**config.mk**
```make
export PLATFORM = sky130hd
export DESIGN_NAME = vp_susp_ctl
export DESIGN_NICKNAME = d
export VERILOG_FILES = /design/src/rtl/vp_susp_pkg.sv /design/src/rtl/vp_susp_regs.sv /design/src/rtl/vp_susp_fsm.sv /design/src/rtl/vp_susp_outs.sv /design/src/rtl/vp_susp_ctl.sv
export SDC_FILE = /design/constraint.sdc
export NUM_CORES = 1
export LEC_CHECK = 0
export BUFFER_PORTS_ARGS = -buffer_cell sky130_fd_sc_hd__buf_4
export CORE_MARGIN = 2
export CORE_UTILIZATION = 30
export DETAILED_ROUTE_END_ITERATION = 10
export MAX_ROUTING_LAYER = met4
export PLACE_DENSITY = 0.83
export SLEW_MARGIN = 20
export SYNTH_ARGS = -nofsm -noshare
export SYNTH_HDL_FRONTEND = slang
export SYNTH_SLANG_ARGS = --single-unit
```
**constraint.sdc**
```tcl
create_clock -name clk -period 2.1 [get_ports clk]
set_input_delay 0.315 -clock clk [delete_from_list [all_inputs] [get_ports clk]]
set_output_delay 0.315 -clock clk [all_outputs]
set_load 0.05 [all_outputs]
```
**src/rtl/vp_susp_pkg.sv**
```systemverilog
package vp_susp_pkg;

   typedef enum logic [1:0] {
      ST_RUN    = 2'd0,
      ST_DRAIN  = 2'd1,
      ST_HALTED = 2'd2,
      ST_WAIT   = 2'd3
   } vps_state_e;

   function automatic logic events_on(input vps_state_e st);
      return (st == ST_RUN) || (st == ST_DRAIN);
   endfunction

endpackage

```
**src/rtl/vp_susp_regs.sv**
```systemverilog
module vp_susp_regs #(
   parameter int   DATA_W   = 32,
   parameter int   FREE_BIT = 0,
   parameter int   SOFT_BIT = 1,
   parameter int   EN_BIT   = 2,
   parameter logic FREE_RST = 1'b1,
   parameter logic EN_RST   = 1'b0
) (
   input  logic              clk,
   input  logic              rst_n,
   input  logic              wr,
   input  logic [DATA_W-1:0] wdata,
   output logic [DATA_W-1:0] rdata,
   output logic              free_o,
   output logic              en_o
);

   localparam int MAX_BIT = (FREE_BIT > EN_BIT) ? FREE_BIT : EN_BIT;

   if (MAX_BIT >= DATA_W || SOFT_BIT >= DATA_W) begin : g_bad_width
      $error("vp_susp_regs: field position beyond DATA_W");
   end
   if (FREE_BIT == EN_BIT || FREE_BIT == SOFT_BIT || EN_BIT == SOFT_BIT) begin : g_bad_pos
      $error("vp_susp_regs: control fields overlap");
   end

   logic free_q;
   logic en_q;

   always_ff @(posedge clk) begin
      if (!rst_n) begin
         free_q <= FREE_RST;
         en_q   <= EN_RST;
      end else if (wr) begin
         free_q <= wdata[FREE_BIT];
         en_q   <= wdata[EN_BIT];
      end
   end

   always_comb begin
      rdata           = '0;
      rdata[FREE_BIT] = free_q;
      rdata[EN_BIT]   = en_q;
   end

   assign free_o = free_q;
   assign en_o   = en_q;

   AST_WR_FREE: assert property (@(posedge clk) disable iff (!rst_n)
      wr |=> (free_o == $past(wdata[FREE_BIT])));
   AST_WR_EN: assert property (@(posedge clk) disable iff (!rst_n)
      wr |=> (en_o == $past(wdata[EN_BIT])));
   AST_HOLD_NO_WR: assert property (@(posedge clk) disable iff (!rst_n)
      !wr |=> $stable(rdata));

endmodule

```
**src/rtl/vp_susp_fsm.sv**
```systemverilog
module vp_susp_fsm
   import vp_susp_pkg::*;
(
   input  logic       clk,
   input  logic       rst_n,
   input  logic       free,
   input  logic       susp_req,
   input  logic       fld_end,
   input  logic       fld_odd,
   output vps_state_e state_o,
   output logic       halt_par_o
);

   vps_state_e state_q, state_d;
   logic       par_q, par_d;
   logic       eff_req;

   assign eff_req = susp_req & ~free;

   always_comb begin
      state_d = state_q;
      par_d   = par_q;
      unique case (state_q)
         ST_RUN: begin
            if (eff_req) state_d = ST_DRAIN;
         end
         ST_DRAIN: begin
            if (fld_end) begin
               if (eff_req) begin
                  state_d = ST_HALTED;
                  par_d   = fld_odd;
               end else begin
                  state_d = ST_RUN;
               end
            end else if (!susp_req) begin
               state_d = ST_RUN;
            end
         end
         ST_HALTED: begin
            if (!eff_req) state_d = ST_WAIT;
         end
         ST_WAIT: begin
            if (eff_req)                          state_d = ST_HALTED;
            else if (fld_end && fld_odd == par_q) state_d = ST_RUN;
         end
         default: state_d = ST_RUN;
      endcase
   end

   always_ff @(posedge clk) begin
      if (!rst_n) begin
         state_q <= ST_RUN;
         par_q   <= 1'b0;
      end else begin
         state_q <= state_d;
         par_q   <= par_d;
      end
   end

   assign state_o    = state_q;
   assign halt_par_o = par_q;

   AST_FREE_STAYS_RUN: assert property (@(posedge clk) disable iff (!rst_n)
      (state_q == ST_RUN && free) |=> (state_q == ST_RUN));
   AST_HALT_AT_FIELD_END: assert property (@(posedge clk) disable iff (!rst_n)
      (state_q == ST_HALTED && $past(state_q) == ST_DRAIN) |-> $past(fld_end));
   AST_RESUME_PARITY: assert property (@(posedge clk) disable iff (!rst_n)
      (state_q == ST_RUN && $past(state_q) == ST_WAIT)
         |-> ($past(fld_end) && $past(fld_odd) == par_q));
   AST_CANCEL_DRAIN: assert property (@(posedge clk) disable iff (!rst_n)
      (state_q == ST_DRAIN && !susp_req && !fld_end) |=> (state_q == ST_RUN));
   AST_PAR_HELD: assert property (@(posedge clk) disable iff (!rst_n)
      (state_q == ST_WAIT && eff_req) |=> (state_q == ST_HALTED && $stable(par_q)));

endmodule

```
**src/rtl/vp_susp_outs.sv**
```systemverilog
module vp_susp_outs
   import vp_susp_pkg::*;
#(
   parameter bit OUT_REG = 1'b0
) (
   input  logic       clk,
   input  logic       rst_n,
   input  vps_state_e state,
   input  logic       port_en,
   output logic       dma_evt_en,
   output logic       irq_en,
   output logic       dflt_data_sel,
   output logic       port_clk_en
);

   logic ev_c, dflt_c;

   assign ev_c   = port_en & events_on(state);
   assign dflt_c = ~events_on(state);

   if (OUT_REG) begin : g_reg
      logic ev_q, dflt_q, clk_q;
      always_ff @(posedge clk) begin
         if (!rst_n) begin
            ev_q   <= 1'b0;
            dflt_q <= 1'b0;
            clk_q  <= 1'b0;
         end else begin
            ev_q   <= ev_c;
            dflt_q <= dflt_c;
            clk_q  <= port_en;
         end
      end
      assign dma_evt_en    = ev_q;
      assign irq_en        = ev_q;
      assign dflt_data_sel = dflt_q;
      assign port_clk_en   = clk_q;
   end else begin : g_comb
      assign dma_evt_en    = ev_c;
      assign irq_en        = ev_c;
      assign dflt_data_sel = dflt_c;
      assign port_clk_en   = port_en;
   end

endmodule

```
**src/rtl/vp_susp_ctl.sv**
```systemverilog
module vp_susp_ctl
   import vp_susp_pkg::*;
#(
   parameter int   DATA_W   = 32,
   parameter int   FREE_BIT = 0,
   parameter int   SOFT_BIT = 1,
   parameter int   EN_BIT   = 2,
   parameter logic FREE_RST = 1'b1,
   parameter logic EN_RST   = 1'b0,
   parameter bit   OUT_REG  = 1'b0
) (
   input  logic              clk,
   input  logic              rst_n,
   input  logic              cfg_wr,
   input  logic [DATA_W-1:0] cfg_wdata,
   output logic [DATA_W-1:0] cfg_rdata,
   input  logic              susp_req,
   input  logic              fld_end,
   input  logic              fld_odd,
   output logic              dma_evt_en,
   output logic              irq_en,
   output logic              dflt_data_sel,
   output logic              port_clk_en
);

   logic       free_w;
   logic       en_w;
   logic       par_w;
   vps_state_e st_w;

   vp_susp_regs #(
      .DATA_W  (DATA_W),
      .FREE_BIT(FREE_BIT),
      .SOFT_BIT(SOFT_BIT),
      .EN_BIT  (EN_BIT),
      .FREE_RST(FREE_RST),
      .EN_RST  (EN_RST)
   ) u_regs (
      .clk   (clk),
      .rst_n (rst_n),
      .wr    (cfg_wr),
      .wdata (cfg_wdata),
      .rdata (cfg_rdata),
      .free_o(free_w),
      .en_o  (en_w)
   );

   vp_susp_fsm u_fsm (
      .clk       (clk),
      .rst_n     (rst_n),
      .free      (free_w),
      .susp_req  (susp_req),
      .fld_end   (fld_end),
      .fld_odd   (fld_odd),
      .state_o   (st_w),
      .halt_par_o(par_w)
   );

   vp_susp_outs #(.OUT_REG(OUT_REG)) u_outs (
      .clk          (clk),
      .rst_n        (rst_n),
      .state        (st_w),
      .port_en      (en_w),
      .dma_evt_en   (dma_evt_en),
      .irq_en       (irq_en),
      .dflt_data_sel(dflt_data_sel),
      .port_clk_en  (port_clk_en)
   );

   if (!OUT_REG) begin : g_chk
      AST_HALT_KEEPS_CLK: assert property (@(posedge clk) disable iff (!rst_n)
         (dflt_data_sel && en_w) |-> (port_clk_en && !dma_evt_en));
      AST_DISABLED_QUIET: assert property (@(posedge clk) disable iff (!rst_n)
         !cfg_rdata[EN_BIT] |-> (!port_clk_en && !dma_evt_en && !irq_en));
   end

endmodule

```
==> summary.md, run 1 <==
| Metric | Value |
|---|---|
| Post-CTS sizing | 0 |
| Met3 wire length | 130 µm |
| Logic gate share of total power | 0.439 |
| Warnings, synthesis | 0 |
| Initial DRT Pass Iterations | 1 |
| Clock skew | 0.00438 ns |
| GR Util All Layers | 0.0801 |
| Clock Latency Late Sink | 0.25 ns |
| Crit path from | u_regs.en_o$_SDFFE_PN0P_ |
| DRT Wirelength | 698 µm |
| CTS Sinks | 5 |
| DR DRC count | 0 |
| Status | finished, final reports clean |
| Initial antenna violation count | 0 |
| TritonCTS clock tree | done |
| DR WL met2 | 303 µm |
| Avg Cell Area, Syn | 8.28 µm² |
| Main combinational cell family by area after synthesis | buffers and inverters |
| Vias in the first global route | 243 |
| Mapped Cells | 58 |
| Share of power burned in registers | 0.263 |
| Final setup violation count | 0 |
| Area of the mapped netlist | 480 µm² |
| Number of diodes | 0 |
| Post CTS Setup Buffer Count | 0 |
| R2r setup slk | 1.12 ns |
| Largest net degree at the start of global routing | 8 |
| # IOs | 74 |
| Final instance area | 484 µm² |
| Sum Neg Setup Slack | 0 ns |
| Startpoint Class | flop |
| Xor and xnor fraction of the mapped netlist area | 0.0182 |
| Pint | 192 µW |
| Highest layer used for signal routing | met3 |
| Fin cells | 86 |
| Port Buffers | 13 |
| Final Power | 385 µW |
| Die width | 44.0 µm |
| H-tree levels | 1 |
| Worst EP arrival | 0.97 ns |
| Share of layout cells above drive strength 1 | 0.243 |
| Synth Area in Simple Gates | 0.102 |
| Hold Crit Class | input port to flop |
| Period minus WS final | 1.28 ns |
| Remaining Overflow, GRT | 0 |
| Clock Pin Slew Worst Setup and Hold Paths | 0.04 ns |
| Vias | 315 |
| Maximum VDD drop | 0.282 mV |
| WHS Path Cells | 2 |
| Placed cells | 82 |
| Seq cells post-synth | 5 |
| Routability cong. | 0.580 |
| Filler cell count | 156 |
| DP Area | 458 µm² |
| Synth Area in Compound Gates | 0.0911 |
| RR Startpoint | u_regs.free_o$_SDFFE_PN1P_ |
| Crit path to | dma_evt_en |
| Drt wl/cell | 8.12 µm |
| Synth area leaders | buf_4 52%, dfxtp_1 21%, mux2i_1 4.2%, nand4b_1 3.6%, a21boi_1 3.1% |
| Power per standard cell area | 795 mW/mm² |
| Setup CP Type | flop to output pin |
| CTS buffer count | 3 |
| Synth cell types | 16 |
| Die height | 44.0 µm |
| ANT nets after route | 0 |
| Worst-case reg-to-reg path depth | 3 |
| Max_cap viols | 0 |
| Initial DRC Count | 0 |
| Initial Util | 0.319 |
| Post-synth top area cell | buf_4 |
| Via density per instance | 3.66 |
| Switching share of power | 0.501 |
| Multiplexer share of the synthesized area | 0.0417 |
| Leak | 0.000269 µW |
| Core Box Area | 0.00151 mm² |
| Nets@finish | 109 |
| Req. time, crit path | 1.78 ns |
| Synth Area in Adders | 0 |
| RSZ-0062 raised after global routing | no |
| CTS Root Cell | clkbuf_4 |
| Hold-fix buffers, CTS | 0 |
| Die ar. | 0.00194 mm² |
| CTS max path bufs | 2 |
| Worst R2R End | u_fsm.halt_par_o$_SDFFE_PN0P_ |
| Fmax | 779 MHz |
| Slew Limit Fails | 0 |
| Detailed Place HPWL | 559 µm |
| Crit end category | output pin |
| Switching power | 193 µW |
| M1 WL | 264 µm |
| Area added between synthesis and finish | 0.781% |
| Rows | 14 |
| Global-route wire length before repair | 1040 µm |
| Hold Fails Final Rpt | 0 |
| CP Max Fanout | 4 |
| Crit share post-route | 0.611 |
| Top cell type's share of synthesized area | 0.516 |
| Sequential share of the synthesized area | 0.208 |
| Clock Power Share | 0.298 |
power by group through the flow:
stage,clock [µW],sequential (µW),combinational (µW)
6_report,115,101,169
3_3_place_gp,0,103,167
2_1_floorplan,0,106,191
5_1_grt,130,102,176
3_5_place_dp,0,103,168
4_1_cts,122,102,168
layer usage:
| layer | vias to the layer above | global-route usage |
|---|---|---|
| met4 | 0 | 0.0364 |
| li1 | 148 | - |
| met3 | 0 | 0.0490 |
| met2 | 32 | 0.115 |
| met5 | - | - |
| met1 | 135 | 0.0879 |
state kept, by name, indices dropped and copies added, names as in the netlist:
register          count
u_fsm.state_o         2
u_regs.en_o           1
u_regs.free_o         1
u_fsm.halt_par_o      1
cell type report:
type	count	area [µm²]	area share
Clock buffer	4	26.3	0.0543
Timing Repair Buffer	13	97.6	0.202
Tap cell	16	20.0	0.0413
Sequential cell	5	100	0.207
Inverter	1	3.75	0.00775
Multi-Input combinational cell	47	236	0.488
worst max-delay path, stage by stage (launching register included):
cell,delay [ns]
dfxtp_1,0.36
nor2b_2,0.17
buf_4,0.20
cell usage after synthesis, drive strengths merged:
cell type   n
dfxtp       5
buf        33
clkbuf      1
conb        1
o221ai      1
or2b        1
xor2        1
nor2b       2
o211ai      1
mux2i       2
o31ai       1
nand2       3
o21ai       1
inv         1
a21boi      2
nand4b      2
cells by family (layout without fill, tap and decap cells):
logic type,count (synthesis),count (layout)
xor+xnor,1,1
compound gates,6,6
mux,2,2
other cells,1,30
buf+inv,35,18
flops,5,5
simple gates,8,8
worst min-delay path by stage:
| stage | start | endpoint | slack, ns |
|---|---|---|---|
| CTS | rst_n | u_regs.free_o$_SDFFE_PN1P_ | 0.27 |
| global route | rst_n | u_regs.free_o$_SDFFE_PN1P_ | 0.28 |
| detailed placement | u_fsm.halt_par_o$_SDFFE_PN0P_ | u_fsm.halt_par_o$_SDFFE_PN0P_ | 0.51 |
| floorplan | rst_n | u_regs.free_o$_SDFFE_PN1P_ | 0.38 |
| finish | rst_n | u_regs.free_o$_SDFFE_PN1P_ | 0.28 |
| global placement | u_fsm.halt_par_o$_SDFFE_PN0P_ | u_fsm.halt_par_o$_SDFFE_PN0P_ | 0.49 |
placed cells by master, fill, tap and decap left out, drive strengths merged:
cell,netlist,routed
xor2,1,1
mux2i,2,2
o211ai,1,1
buf,33,13
nor2b,2,2
inv,1,1
a21boi,2,2
nand4b,2,2
nand2,3,3
conb,1,30
or2b,1,1
clkbuf,1,4
o221ai,1,1
o31ai,1,1
dfxtp,5,5
o21ai,1,1
stage by stage:
stage               hold slack [ns]  setup slack [ns]   util
floorplan                     0.377             0.256      -
global placement              0.489              1.08  0.304
detailed placement            0.507              1.05  0.304
CTS                           0.267             0.786  0.321
global route                  0.284             0.716  0.321
finish                        0.278             0.816  0.321
No activity file was read; power rests on OpenSTA's default activity.
==> inputs of run 2 (changes only) <==
Settings changed: CORE_UTILIZATION 30 to 28, PLACE_DENSITY 0.83 to 0.78.
Clock period 2.1 ns to 1.3 ns, I/O delays scaled along.
==> summary.md, run 2 (synthesis gave the netlist of run 1 again) <==
| Metric | Value |
|---|---|
| Commonest non-fill, non-tap cell in the layout | conb_1 |
| Max FFs per register | 2 |
| Rows | 14 |
| Clock Latency Late Sink | 0.24 ns |
| Vias | 316 |
| Leak | 0.000271 µW |
| Die height | 45.4 µm |
| DR DRC count | 0 |
| Period minus WS final | 1.19 ns |
| H-tree levels | 1 |
| Dpl ws | 0.286 ns |
| Slew Limit Fails | 0 |
| # IOs | 74 |
| Global-route wire length before repair | 1040 µm |
| Pint | 311 µW |
| Crit share post-route | 0.913 |
| Area added between synthesis and finish | 2.60% |
| Crit end category | output pin |
| CTS max path bufs | 2 |
| Number of diodes | 0 |
| Max_cap viols | 0 |
| Clock Power Share | 0.293 |
| Setup WS post-layout | 0.112 ns |
| Hold Fails Final Rpt | 0 |
| Worst EP arrival | 0.99 ns |
| Final setup violation count | 0 |
| Largest net degree at the start of global routing | 8 |
| Core Box Area | 0.00156 mm² |
| Drt wl/cell | 8.09 µm |
| Switching power | 309 µW |
| Initial antenna violation count | 0 |
| RSZ-0062 raised after global routing | no |
| Placed cells | 82 |
| Hold-fix buffers, CTS | 0 |
| Post-CTS sizing | 0 |
| Detailed Place HPWL | 585 µm |
| Slowest CP cell | dfxtp_1 |
| R2r setup slk | 0.27 ns |
| CTS Sinks | 5 |
| Worst path bufs/invs | 1 |
| Vias in the first global route | 250 |
| Routability cong. | 0.679 |
| Power per standard cell area | 1260 mW/mm² |
| Initial Util | 0.308 |
| Commonest cells after routing, fill and taps aside | 30 x conb_1, 13 x buf_4, 4 x dfxtp_1, 3 x nand2_1, 3 x clkbuf_4 |
| Critical Path Max Stage Delay | 0.49 ns |
| Switching share of power | 0.499 |
| CP top delay family | flip-flops |
| Share of power burned in registers | 0.264 |
| Sum Neg Setup Slack | 0 ns |
| Post CTS Setup Buffer Count | 0 |
| TritonCTS clock tree | done |
| DRT Wirelength | 696 µm |
| Hold Crit Class | input port to flop |
| Die width | 45.4 µm |
| Final Power | 619 µW |
| Initial DRT Pass Iterations | 3 |
| Port Buffers | 13 |
| CTS buffer count | 3 |
| Nets@finish | 109 |
| Req. time, crit path | 1.11 ns |
| CP Max Fanout | 7 |
| Clock skew | 0.00297 ns |
| Remaining Overflow, GRT | 0 |
| Initial DRC Count | 8 |
| Logic gate share of total power | 0.443 |
| Status | finished, final reports clean |
| GR Util All Layers | 0.0798 |
| Die ar. | 0.00206 mm² |
| CTS Root Cell | clkbuf_4 |
| Maximum VDD drop | 0.562 mV |
| Fmax | 842 MHz |
| Setup CP Type | flop to output pin |
| Fin cells | 86 |
| Share of layout cells above drive strength 1 | 0.257 |
| Crit path cell chain | buf_4 |
| Startpoint Class | flop |
| Via density per instance | 3.67 |
| Clock Pin Slew Worst Setup and Hold Paths | 0.05 ns |
| ANT nets after route | 0 |
run 2: layout make-up:
cell class	count	area (µm²)
inverter	1	3.75
timing repair buffer	13	97.6
multi-input combinational	47	241
tap	16	20.0
fill	169	1070
sequential	5	104
clock buffer	4	26.3
run 2: metrics by stage:
stage	util	hold slack (ns)	instance area, µm²
after detailed placement	0.299	0.407	467
after CTS	0.316	0.149	493
after global placement	0.299	0.402	467
after floorplan	-	0.257	601
after global routing	0.316	0.165	493
final	0.316	0.153	493
run 2: power by group through the flow:
stage,clock network [µW],registers [µW],logic (µW)
floorplan,0,171,309
global placement,0,165,272
detailed placement,0,166,273
CTS,189,164,273
global route,205,164,286
finish,182,163,274
run 2: path summary, 6_finish.rpt:
path                            startpoint                       endpoint  cells past startpoint
max          u_fsm.state_o[1]$_SDFFE_PN0P_                  dflt_data_sel                      1
min reg2reg  u_fsm.halt_par_o$_SDFFE_PN0P_  u_fsm.halt_par_o$_SDFFE_PN0P_                      2
min                                  rst_n     u_regs.free_o$_SDFFE_PN1P_                      2
max reg2reg     u_regs.free_o$_SDFFE_PN1P_  u_fsm.halt_par_o$_SDFFE_PN0P_                      3
run 2: routing by layer:
layer,vias to the layer above,wire length (µm),GRT usage
li1,147,-,-
met5,-,0,-
met2,32,323,0.118
met1,137,260,0.0700
met4,0,0,0.0353
met3,0,112,0.0714
